===== src/rtl/pair_issue_pkg.sv =====
package pair_issue_pkg;

    // Floating-point operation categories; codes 0..9 may lead a pair.
    typedef enum logic [3:0] {
        FOP_LOAD  = 4'd0,
        FOP_ADD   = 4'd1,
        FOP_SUB   = 4'd2,
        FOP_MUL   = 4'd3,
        FOP_DIV   = 4'd4,
        FOP_CMP   = 4'd5,
        FOP_UCMP  = 4'd6,
        FOP_TST   = 4'd7,
        FOP_ABS   = 4'd8,
        FOP_CHS   = 4'd9,
        FOP_XCH   = 4'd10,
        FOP_OTHER = 4'd15
    } fp_op_e;

    localparam logic [3:0] FOP_LEAD_MAX = 4'd9;

    typedef struct packed {
        logic       u_vld;
        logic       v_vld;
        logic [1:0] cnt;
    } issue_t;

endpackage


===== src/rtl/pair_hazard_cmp.sv =====
module pair_hazard_cmp #(
    parameter int REG_W   = 3,
    parameter int NUM_SRC = 2
) (
    input  logic [REG_W-1:0]         a_dst,
    input  logic                     a_dst_vld,
    input  logic [REG_W-1:0]         b_dst,
    input  logic                     b_dst_vld,
    input  logic [NUM_SRC*REG_W-1:0] b_src,
    input  logic [NUM_SRC-1:0]       b_src_vld,
    output logic                     raw_hit,
    output logic                     waw_hit
);
    logic [NUM_SRC-1:0] src_hit;

    // One comparator per source operand of the younger instruction.
    for (genvar k = 0; k < NUM_SRC; k++) begin : g_src
        assign src_hit[k] = a_dst_vld && b_src_vld[k] &&
                            (a_dst == b_src[k*REG_W +: REG_W]);
    end

    assign raw_hit = |src_hit;
    assign waw_hit = a_dst_vld && b_dst_vld && (a_dst == b_dst);
endmodule


===== src/rtl/pair_int_rules.sv =====
module pair_int_rules #(
    parameter int REG_W   = 3,
    parameter int NUM_SRC = 2
) (
    input  logic                     a_simple,
    input  logic                     a_jump,
    input  logic                     a_disp,
    input  logic                     a_imm,
    input  logic [REG_W-1:0]         a_dst,
    input  logic                     a_dst_vld,
    input  logic                     b_simple,
    input  logic                     b_prefix,
    input  logic                     b_disp,
    input  logic                     b_imm,
    input  logic [REG_W-1:0]         b_dst,
    input  logic                     b_dst_vld,
    input  logic [NUM_SRC*REG_W-1:0] b_src,
    input  logic [NUM_SRC-1:0]       b_src_vld,
    output logic                     int_ok
);
    logic raw_hit;
    logic waw_hit;
    logic enc_bad;

    pair_hazard_cmp #(.REG_W(REG_W), .NUM_SRC(NUM_SRC)) hz_i (
        .a_dst     (a_dst),
        .a_dst_vld (a_dst_vld),
        .b_dst     (b_dst),
        .b_dst_vld (b_dst_vld),
        .b_src     (b_src),
        .b_src_vld (b_src_vld),
        .raw_hit   (raw_hit),
        .waw_hit   (waw_hit)
    );

    // Displacement together with immediate in either slot blocks pairing.
    assign enc_bad = (a_disp && a_imm) || (b_disp && b_imm);

    always_comb begin
        int_ok = a_simple && b_simple && !a_jump && !b_prefix &&
                 !enc_bad && !raw_hit && !waw_hit;
    end
endmodule


===== src/rtl/pair_fp_rules.sv =====
module pair_fp_rules #(
    parameter int FP_OP_W = 4
) (
    input  logic [FP_OP_W-1:0] a_op,
    input  logic [FP_OP_W-1:0] b_op,
    output logic               fp_ok
);
    import pair_issue_pkg::*;

    localparam logic [FP_OP_W-1:0] XCH_CODE  = FP_OP_W'(FOP_XCH);
    localparam logic [FP_OP_W-1:0] LEAD_LAST = FP_OP_W'(FOP_LEAD_MAX);

    logic lead_ok;
    assign lead_ok = (a_op <= LEAD_LAST);
    assign fp_ok   = lead_ok && (b_op == XCH_CODE);
endmodule


===== src/rtl/pair_issue_unit.sv =====
module pair_issue_unit #(
    parameter int REG_W   = 3,
    parameter int NUM_SRC = 2,
    parameter int FP_OP_W = 4
) (
    input  logic                     clk,
    input  logic                     rst_n,
    input  logic                     stall,
    input  logic                     i1_valid,
    input  logic                     i1_is_fp,
    input  logic                     i1_simple,
    input  logic                     i1_jump,
    input  logic                     i1_prefix,
    input  logic                     i1_disp,
    input  logic                     i1_imm,
    input  logic [REG_W-1:0]         i1_dst,
    input  logic                     i1_dst_vld,
    input  logic [NUM_SRC*REG_W-1:0] i1_src,
    input  logic [NUM_SRC-1:0]       i1_src_vld,
    input  logic [FP_OP_W-1:0]       i1_fp_op,
    input  logic                     i2_valid,
    input  logic                     i2_is_fp,
    input  logic                     i2_simple,
    input  logic                     i2_jump,
    input  logic                     i2_prefix,
    input  logic                     i2_disp,
    input  logic                     i2_imm,
    input  logic [REG_W-1:0]         i2_dst,
    input  logic                     i2_dst_vld,
    input  logic [NUM_SRC*REG_W-1:0] i2_src,
    input  logic [NUM_SRC-1:0]       i2_src_vld,
    input  logic [FP_OP_W-1:0]       i2_fp_op,
    output logic                     u_valid,
    output logic                     v_valid,
    output logic [1:0]               consumed
);
    import pair_issue_pkg::*;

    logic   int_ok;
    logic   fp_ok;
    logic   pair_ok;
    issue_t iss_d;
    issue_t iss_q;

    pair_int_rules #(.REG_W(REG_W), .NUM_SRC(NUM_SRC)) int_i (
        .a_simple  (i1_simple),
        .a_jump    (i1_jump),
        .a_disp    (i1_disp),
        .a_imm     (i1_imm),
        .a_dst     (i1_dst),
        .a_dst_vld (i1_dst_vld),
        .b_simple  (i2_simple),
        .b_prefix  (i2_prefix),
        .b_disp    (i2_disp),
        .b_imm     (i2_imm),
        .b_dst     (i2_dst),
        .b_dst_vld (i2_dst_vld),
        .b_src     (i2_src),
        .b_src_vld (i2_src_vld),
        .int_ok    (int_ok)
    );

    pair_fp_rules #(.FP_OP_W(FP_OP_W)) fp_i (
        .a_op  (i1_fp_op),
        .b_op  (i2_fp_op),
        .fp_ok (fp_ok)
    );

    // Mixed classes never pair; each class uses its own rule set.
    always_comb begin
        unique case ({i1_is_fp, i2_is_fp})
            2'b00:   pair_ok = int_ok;
            2'b11:   pair_ok = fp_ok;
            default: pair_ok = 1'b0;
        endcase
    end

    always_comb begin
        iss_d = '0;
        if (!stall && i1_valid) begin
            iss_d.u_vld = 1'b1;
            iss_d.cnt   = 2'd1;
            if (i2_valid && pair_ok) begin
                iss_d.v_vld = 1'b1;
                iss_d.cnt   = 2'd2;
            end
        end
    end

    always_ff @(posedge clk) begin
        if (!rst_n) iss_q <= '0;
        else        iss_q <= iss_d;
    end

    assign u_valid  = iss_q.u_vld;
    assign v_valid  = iss_q.v_vld;
    assign consumed = iss_q.cnt;


    v_implies_u_chk: assert property (@(posedge clk) disable iff (!rst_n)
        v_valid |-> u_valid);

    count_match_chk: assert property (@(posedge clk) disable iff (!rst_n)
        consumed == 2'(u_valid) + 2'(v_valid));

    stall_quiet_chk: assert property (@(posedge clk) disable iff (!rst_n)
        (stall || !i1_valid) |=> (!u_valid && !v_valid));

    mixed_single_chk: assert property (@(posedge clk) disable iff (!rst_n)
        (i1_is_fp != i2_is_fp) |=> !v_valid);

    prefix_single_chk: assert property (@(posedge clk) disable iff (!rst_n)
        (!i1_is_fp && !i2_is_fp && i2_prefix) |=> !v_valid);

    jump_single_chk: assert property (@(posedge clk) disable iff (!rst_n)
        (!i1_is_fp && !i2_is_fp && i1_jump) |=> !v_valid);

    empty_slot_chk: assert property (@(posedge clk) disable iff (!rst_n)
        !i2_valid |=> !v_valid);
endmodule


===== config.mk =====
export PLATFORM = sky130hd
export DESIGN_NAME = pair_issue_unit
export DESIGN_NICKNAME = d
export VERILOG_FILES = /design/src/rtl/pair_issue_pkg.sv /design/src/rtl/pair_hazard_cmp.sv /design/src/rtl/pair_int_rules.sv /design/src/rtl/pair_fp_rules.sv /design/src/rtl/pair_issue_unit.sv
export SDC_FILE = /design/constraint.sdc
export NUM_CORES = 1
export LEC_CHECK = 0
export ABC_CLOCK_PERIOD_IN_PS = 3100
export CELL_PAD_IN_SITES_DETAIL_PLACEMENT = 0
export CELL_PAD_IN_SITES_GLOBAL_PLACEMENT = 1
export CORE_UTILIZATION = 13
export CTS_CLUSTER_DIAMETER = 120
export DETAILED_ROUTE_END_ITERATION = 12
export GPL_TIMING_DRIVEN = 0
export PLACE_DENSITY_LB_ADDON = 0.1
export SYNTH_ARGS = -nofsm -noshare
export SYNTH_HDL_FRONTEND = slang
export SYNTH_HIERARCHICAL = 1
export SYNTH_SLANG_ARGS = --single-unit

===== constraint.sdc =====
create_clock -name clk -period 3.1 [get_ports clk]
set_clock_uncertainty 0.2 [all_clocks]
set_input_delay 0.62 -clock clk [delete_from_list [all_inputs] [get_ports clk]]
set_output_delay 0.62 -clock clk [all_outputs]
set_load 0.02 [all_outputs]

==> results of run 1 <==
==> state kept, by name (all words and copies together), names as in the netlist <==
| name | cells |
|---|---|
| u_valid | 1 |
| v_valid | 1 |
| consumed | 1 |
==> routing by layer <==
layer  track usage [%]  up-vias  wire length [µm]  part of all wire, %
met2              13.9       25               455                   47
met1              9.15      167               375                   39
met5                 0        -                 0                    0
met3              4.17        0               129                   13
met4              2.70        0                 0                    0
li1                  -      212                 -                    -
==> per-stage QoR <==
step,hold slack [ps],utilization [%],worst slack [ps],power [mW]
after global routing,811,35.0,551,0.201
after global placement,1040,33.9,448,0.117
after floorplan,552,-,1220,0.0617
final,783,35.0,741,0.187
after CTS,782,35.0,702,0.190
after detailed placement,1040,33.9,462,0.117
==> tightest hold or removal path, stage by stage <==
cell and delay [ps]:
clkdlybuf4s50_1 390, nand2b_1 90, nor3_1 60
==> kinds of logic after synthesis <==
family,synth area share (%)
xor gates and xnor gates,24.8
adders and majority gates,7.87
buffers and inverters,5.91
DFF,18.9
and+or+nand+nor,28.0
AOI/OAI and AO/OA,14.6
==> synthesized netlist by cell type, drive strengths merged <==
cell / number
nand3: 3
and2: 1
and4: 1
o21ba: 1
nand2b: 1
inv: 3
nor3: 2
ha: 2
xor2: 4
a22oi: 2
xnor2: 5
buf: 1
o32ai: 1
nand2: 1
and4bb: 1
nand3b: 1
dfxtp: 3
o21ai: 1
nor4: 1
==> area by class of cell <==
class	count	area [µm²]
fill	265	1470
timing repair buffer	41	410
multi-input combinational	28	239
sequential	3	60.1
tap	28	35.0
clock buffer	4	26.3
inverter	3	11.3
buffer	1	7.51
==> worst max-delay path by stage <==
stage                         start  slack (ps)  cells after the start                      to
after floorplan           i2_src[3]        1220                      7  consumed[0]$_SDFF_PN0_
after global placement    i1_dst[2]         450                      7  consumed[0]$_SDFF_PN0_
after detailed placement  i1_dst[2]         460                      7  consumed[0]$_SDFF_PN0_
after CTS                 i1_dst[2]         700                      7  consumed[0]$_SDFF_PN0_
after global routing      i1_dst[2]         550                      7  consumed[0]$_SDFF_PN0_
final                     i1_dst[2]         740                      7  consumed[0]$_SDFF_PN0_
==> power by group through the flow <==
stage / Sequential [mW] / Combinational [mW] / Clock, mW
finish: 0.0401 / 0.0753 / 0.0712
global route: 0.0401 / 0.0827 / 0.0780
CTS: 0.0401 / 0.0764 / 0.0732
detailed placement: 0.0407 / 0.0759 / 0
global placement: 0.0407 / 0.0759 / 0
floorplan: 0.0421 / 0.0196 / 0
==> flow_summary_export.csv, run 1 <==
group,metric,value,unit
route,vias_per_cell,3.74,
synthesis,netlist_top_cells_area,"dfxtp_1 (19%), xnor2_1 (14%), xor2_1 (11%)",
floorplanning,start_util,14.1,%
min_path,hold_depth,3,
placement,placement.io_buffers,41,
sta,slew_violations,0,
clock_network,cts.clk_slew.worst_paths,40,ps
power_and_ir_drop,powerDensity,236,mW/mm²
placement,placedCellCount,104,
clock_network,numCtsBuffers,3,
clock_network,htree_levels,1,
sta,slew-limit-headroom,82.8,%
placement,place_congestion,0.635,
sta,max_freq,424,MHz
setup_path,worst_setup_path_end_kind,"register",
global_route,antenna_found_initial,0,
global_route,grt_max_degree,4,
setup_path,cp_num_buf_inv,1,
power_and_ir_drop,leakage,0.315,nW
finish,final_common_cell,"clkdlybuf4s50_1",
power_and_ir_drop,netSwitchingPower,43.3,µW
synthesis,synth_warnings,6,
power_and_ir_drop,combPwrFrac,40.4,%
floorplanning,die_w,51.4,µm
finish,drive_above_1_share,8.75,%
route,antenna_left,0,
synthesis,synth-seq-area-share,18.9,%
floorplanning,die_area,0.00265,mm²
setup_path,crit_fanout,3,
sta,tightest_slew,256,ps
finish,diodes,0,
clock_network,cts_tree,"yes",
clock_network,ctsResizeCount,0,
power_and_ir_drop,internal_power,143,µW
power_and_ir_drop,clock_power_share,38.2,%
route,drt-initial-drc-count,6,
synthesis,yosysTopAreaCell,"dfxtp_1",
power_and_ir_drop,peakVddDrop,161,µV
floorplanning,core_region_area,0.00225,mm²
setup_path,cp_slowest_stage_delay,540,ps
min_path,holdPathEnd,"v_valid$_SDFF_PN0_",
clock_network,root_buffer,"clkbuf_4",
power_and_ir_drop,switching_share,23.2,%
route,wl_per_cell,8.89,µm
setup_path,slowest_stage,"clkdlybuf4s50_1",
power_and_ir_drop,power_frac_seq,21.5,%
sta,tns,0,ps
setup_path,cp.required,3030,ps
global_route,grt_pass1_vias,412,
sta,period_needed,2360,ps
global_route,grt_usage,8.34,%
placement,hpwl,855,µm
clock_network,postCtsSetupBuffers,0,
sta,hold_viol,0,
finish,nets,132,
setup_path,critPathLaunchType,"input port",
min_path,holdCritPathClass,"in -> reg",
sta,finalCritPeriodShare,76.1,%
setup_path,crit_family,"buffers and inverters",
synthesis,synthCells,35,
status,outcome,"finished clean",
sta,rsz0062_at_grt,"false",
route,vias,404,
synthesis,syn_area,318,µm²
floorplanning,rows,17,
run,cap_viol_max_count,0,
setup_path,path_cells,"clkdlybuf4s50_1, xor2_1, o32ai_2, nor4_1, and4_1, a22oi_1, o21ba_1",
clock_network,ctsLongestPathBuffers,2,
route,wirelength,960,µm
setup_path,worstSetupPathType,"in -> reg",
route,drc,0,
route,dr.pass1.iters,4,
synthesis,synth.avg_cell_area,9.08,µm²
global_route,gr-total-overflow,0,
finish,final_cell_mix,"clkdlybuf4s50_1 (41), xnor2_1 (5), xor2_1 (4)",
synthesis,synth-seq-cells,3,
finish,fin_area,790,µm²
synthesis,syn_nets,86,
synthesis,synth_top_area_share,18.9,%
synthesis,ys_types,19,
floorplanning,die_h,51.4,µm
global_route,grt_pass1_wl,1.63,mm
clock_network,holdBufCountCts,0,
clock_network,clkSinkCount,3,
sta,setup_viol,0,
placement,placed_area,763,µm²
min_path,worstHoldStart,"i2_valid",
finish,fin_cells,108,
floorplanning,ios,53,
setup_path,cp.arrival,2290,ps
finish,area_growth,148,%
(Power assumes the default switching activity.)
==> run 2, diff against run 1 <==
--- a/config.mk
+++ b/config.mk
@@ -5,10 +5,10 @@
 export SDC_FILE = /design/constraint.sdc
 export NUM_CORES = 1
 export LEC_CHECK = 0
-export ABC_CLOCK_PERIOD_IN_PS = 3100
+export ABC_CLOCK_PERIOD_IN_PS = 2300
 export CELL_PAD_IN_SITES_DETAIL_PLACEMENT = 0
 export CELL_PAD_IN_SITES_GLOBAL_PLACEMENT = 1
-export CORE_UTILIZATION = 13
+export CORE_UTILIZATION = 12
 export CTS_CLUSTER_DIAMETER = 120
 export DETAILED_ROUTE_END_ITERATION = 12
 export GPL_TIMING_DRIVEN = 0
==> constraint.sdc (replaced) <==
create_clock -name clk -period 2.3 [get_ports clk]
set_clock_uncertainty 0.2 [all_clocks]
set_input_delay 0.46 -clock clk [delete_from_list [all_inputs] [get_ports clk]]
set_output_delay 0.46 -clock clk [all_outputs]
set_load 0.02 [all_outputs]
==> flow_summary_export.csv, run 2 (same netlist as run 1, synthesis figures left out) <==
group,metric,value,unit
finish,final_common_cell,"clkdlybuf4s50_1",
setup_path,startpoint,"i1_dst[1]",
route,dr.pass1.iters,1,
placement,place_congestion,0.630,
sta,slew_violations,0,
sta,period_needed,2160,ps
route,met3_length,47,µm
sta,hold_slack,636,ps
route,vias,402,
sta,hold_viol,0,
placement,pre_cts_slack,-191,ps
sta,rsz0062_at_grt,"false",
global_route,grt_usage,7.02,%
finish,drive_above_1_share,11.3,%
finish,diodes,0,
setup_path,crit_fanout,3,
route,wirelength,894,µm
route,drt-initial-drc-count,0,
route,top_layer,"met3",
placement,hpwl,849,µm
floorplanning,ios,53,
route,vias_per_cell,3.65,
route,route.layer.met1.wl,316,µm
clock_network,cts.clk_slew.worst_paths,40,ps
finish,fin_cells,110,
finish,finish.utilization,32.1,%
status,outcome,"finished clean",
power_and_ir_drop,power,249,µW
finish,area_growth,153,%
global_route,grt_pass1_vias,373,
finish,fin_area,803,µm²
setup_path,worstSetupPathType,"in -> reg",
route,antenna_left,0,
clock_network,root_buffer,"clkbuf_4",
clock_network,postCtsSetupBuffers,0,
global_route,grt_pass1_wl,1.37,mm
power_and_ir_drop,leakage,0.316,nW
clock_network,numCtsBuffers,3,
placement,placedCellCount,106,
setup_path,critPathLaunchType,"input port",
sta,finalCritPeriodShare,93.8,%
min_path,worstHoldStart,"i2_valid",
route,wl_met2,530,µm
route,drc,0,
power_and_ir_drop,powerDensity,310,mW/mm²
sta,fin_ws,142,ps
sta,max_freq,463,MHz
sta,slew-limit-headroom,85.0,%
clock_network,ctsLongestPathBuffers,2,
placement,placed_area,766,µm²
setup_path,cp.arrival,2080,ps
placement,placement.io_buffers,41,
power_and_ir_drop,peakVddDrop,153,µV
floorplanning,start_util,12.7,%
clock_network,clkSinkCount,3,
sta,tightest_slew,224,ps
run,cap_viol_max_count,0,
global_route,grt_max_degree,4,
finish,final_cell_mix,"clkdlybuf4s50_1 (41), xnor2_1 (5), xor2_1 (4)",
route,wl_per_cell,8.13,µm
setup_path,cp.required,2220,ps
min_path,holdCritPathClass,"in -> reg",
sta,tns,0,ps
floorplanning,die_area,0.00286,mm²
sta,setup_viol,0,
floorplanning,die_w,53.5,µm
floorplanning,rows,18,
floorplanning,core_region_area,0.00250,mm²
finish,nets,132,
clock_network,htree_levels,1,
clock_network,cts_tree,"yes",
global_route,gr-total-overflow,0,
floorplanning,die_h,53.5,µm
setup_path,worst_setup_path_end_kind,"register",
global_route,antenna_found_initial,0,
run 2: cell counts in the layout (fill, tap and decap cells not counted):
Identical to the previous run, type by type.
run 2: final cells by class:
| class | count | area [µm²] |
|---|---|---|
| fillers | 265 | 1700 |
| repair buffers | 41 | 410 |
| multi-input cells | 28 | 250 |
| flip-flops and latches | 3 | 60.1 |
| well taps | 30 | 37.5 |
| clock buffers | 4 | 26.3 |
| inverters | 3 | 11.3 |
| plain buffers | 1 | 7.51 |
run 2: final timing paths:
check | endpoint | slack, ps | depth (start not counted)
max | consumed[0]$_SDFF_PN0_ | 140 | 7
min | v_valid$_SDFF_PN0_ | 640 | 3
run 2: power by group:
| group | switching (mW) | internal, mW |
|---|---|---|
| sequential | 0.000279 | 0.0537 |
| combinational | 0.0276 | 0.0751 |
| clock | 0.0274 | 0.0650 |
run 2: what timing repair did:
item | 4_1_cts | 5_1_grt
endpoints found under the hold margin | 0 | 0
resized for setup | 0 | 2
hold buffers | 0 | 0
endpoints found under the setup margin | 0 | 2
run 2: critical path, cell delays in order:
cell	delay [ps]
clkdlybuf4s50_1	560
xor2_1	190
o32ai_2	110
nor4_2	260
and4_1	250
a22oi_2	90
o21ba_1	160
run 2: per-layer routing:
layer / global-route usage, % / up-vias
li1: - / 213
met3: 0.862 / 0
met1: 6.35 / 173
met2: 13.1 / 16
met5: 0 / -
met4: 6.58 / 0
==> run 3, diff against run 2 <==
--- a/config.mk
+++ b/config.mk
@@ -17,3 +17,4 @@
 export SYNTH_HDL_FRONTEND = slang
 export SYNTH_HIERARCHICAL = 1
 export SYNTH_SLANG_ARGS = --single-unit
+export TNS_END_PERCENT = 30
==> results of run 3 <==
Final layout, timing and power as in run 2 (identical DEF).
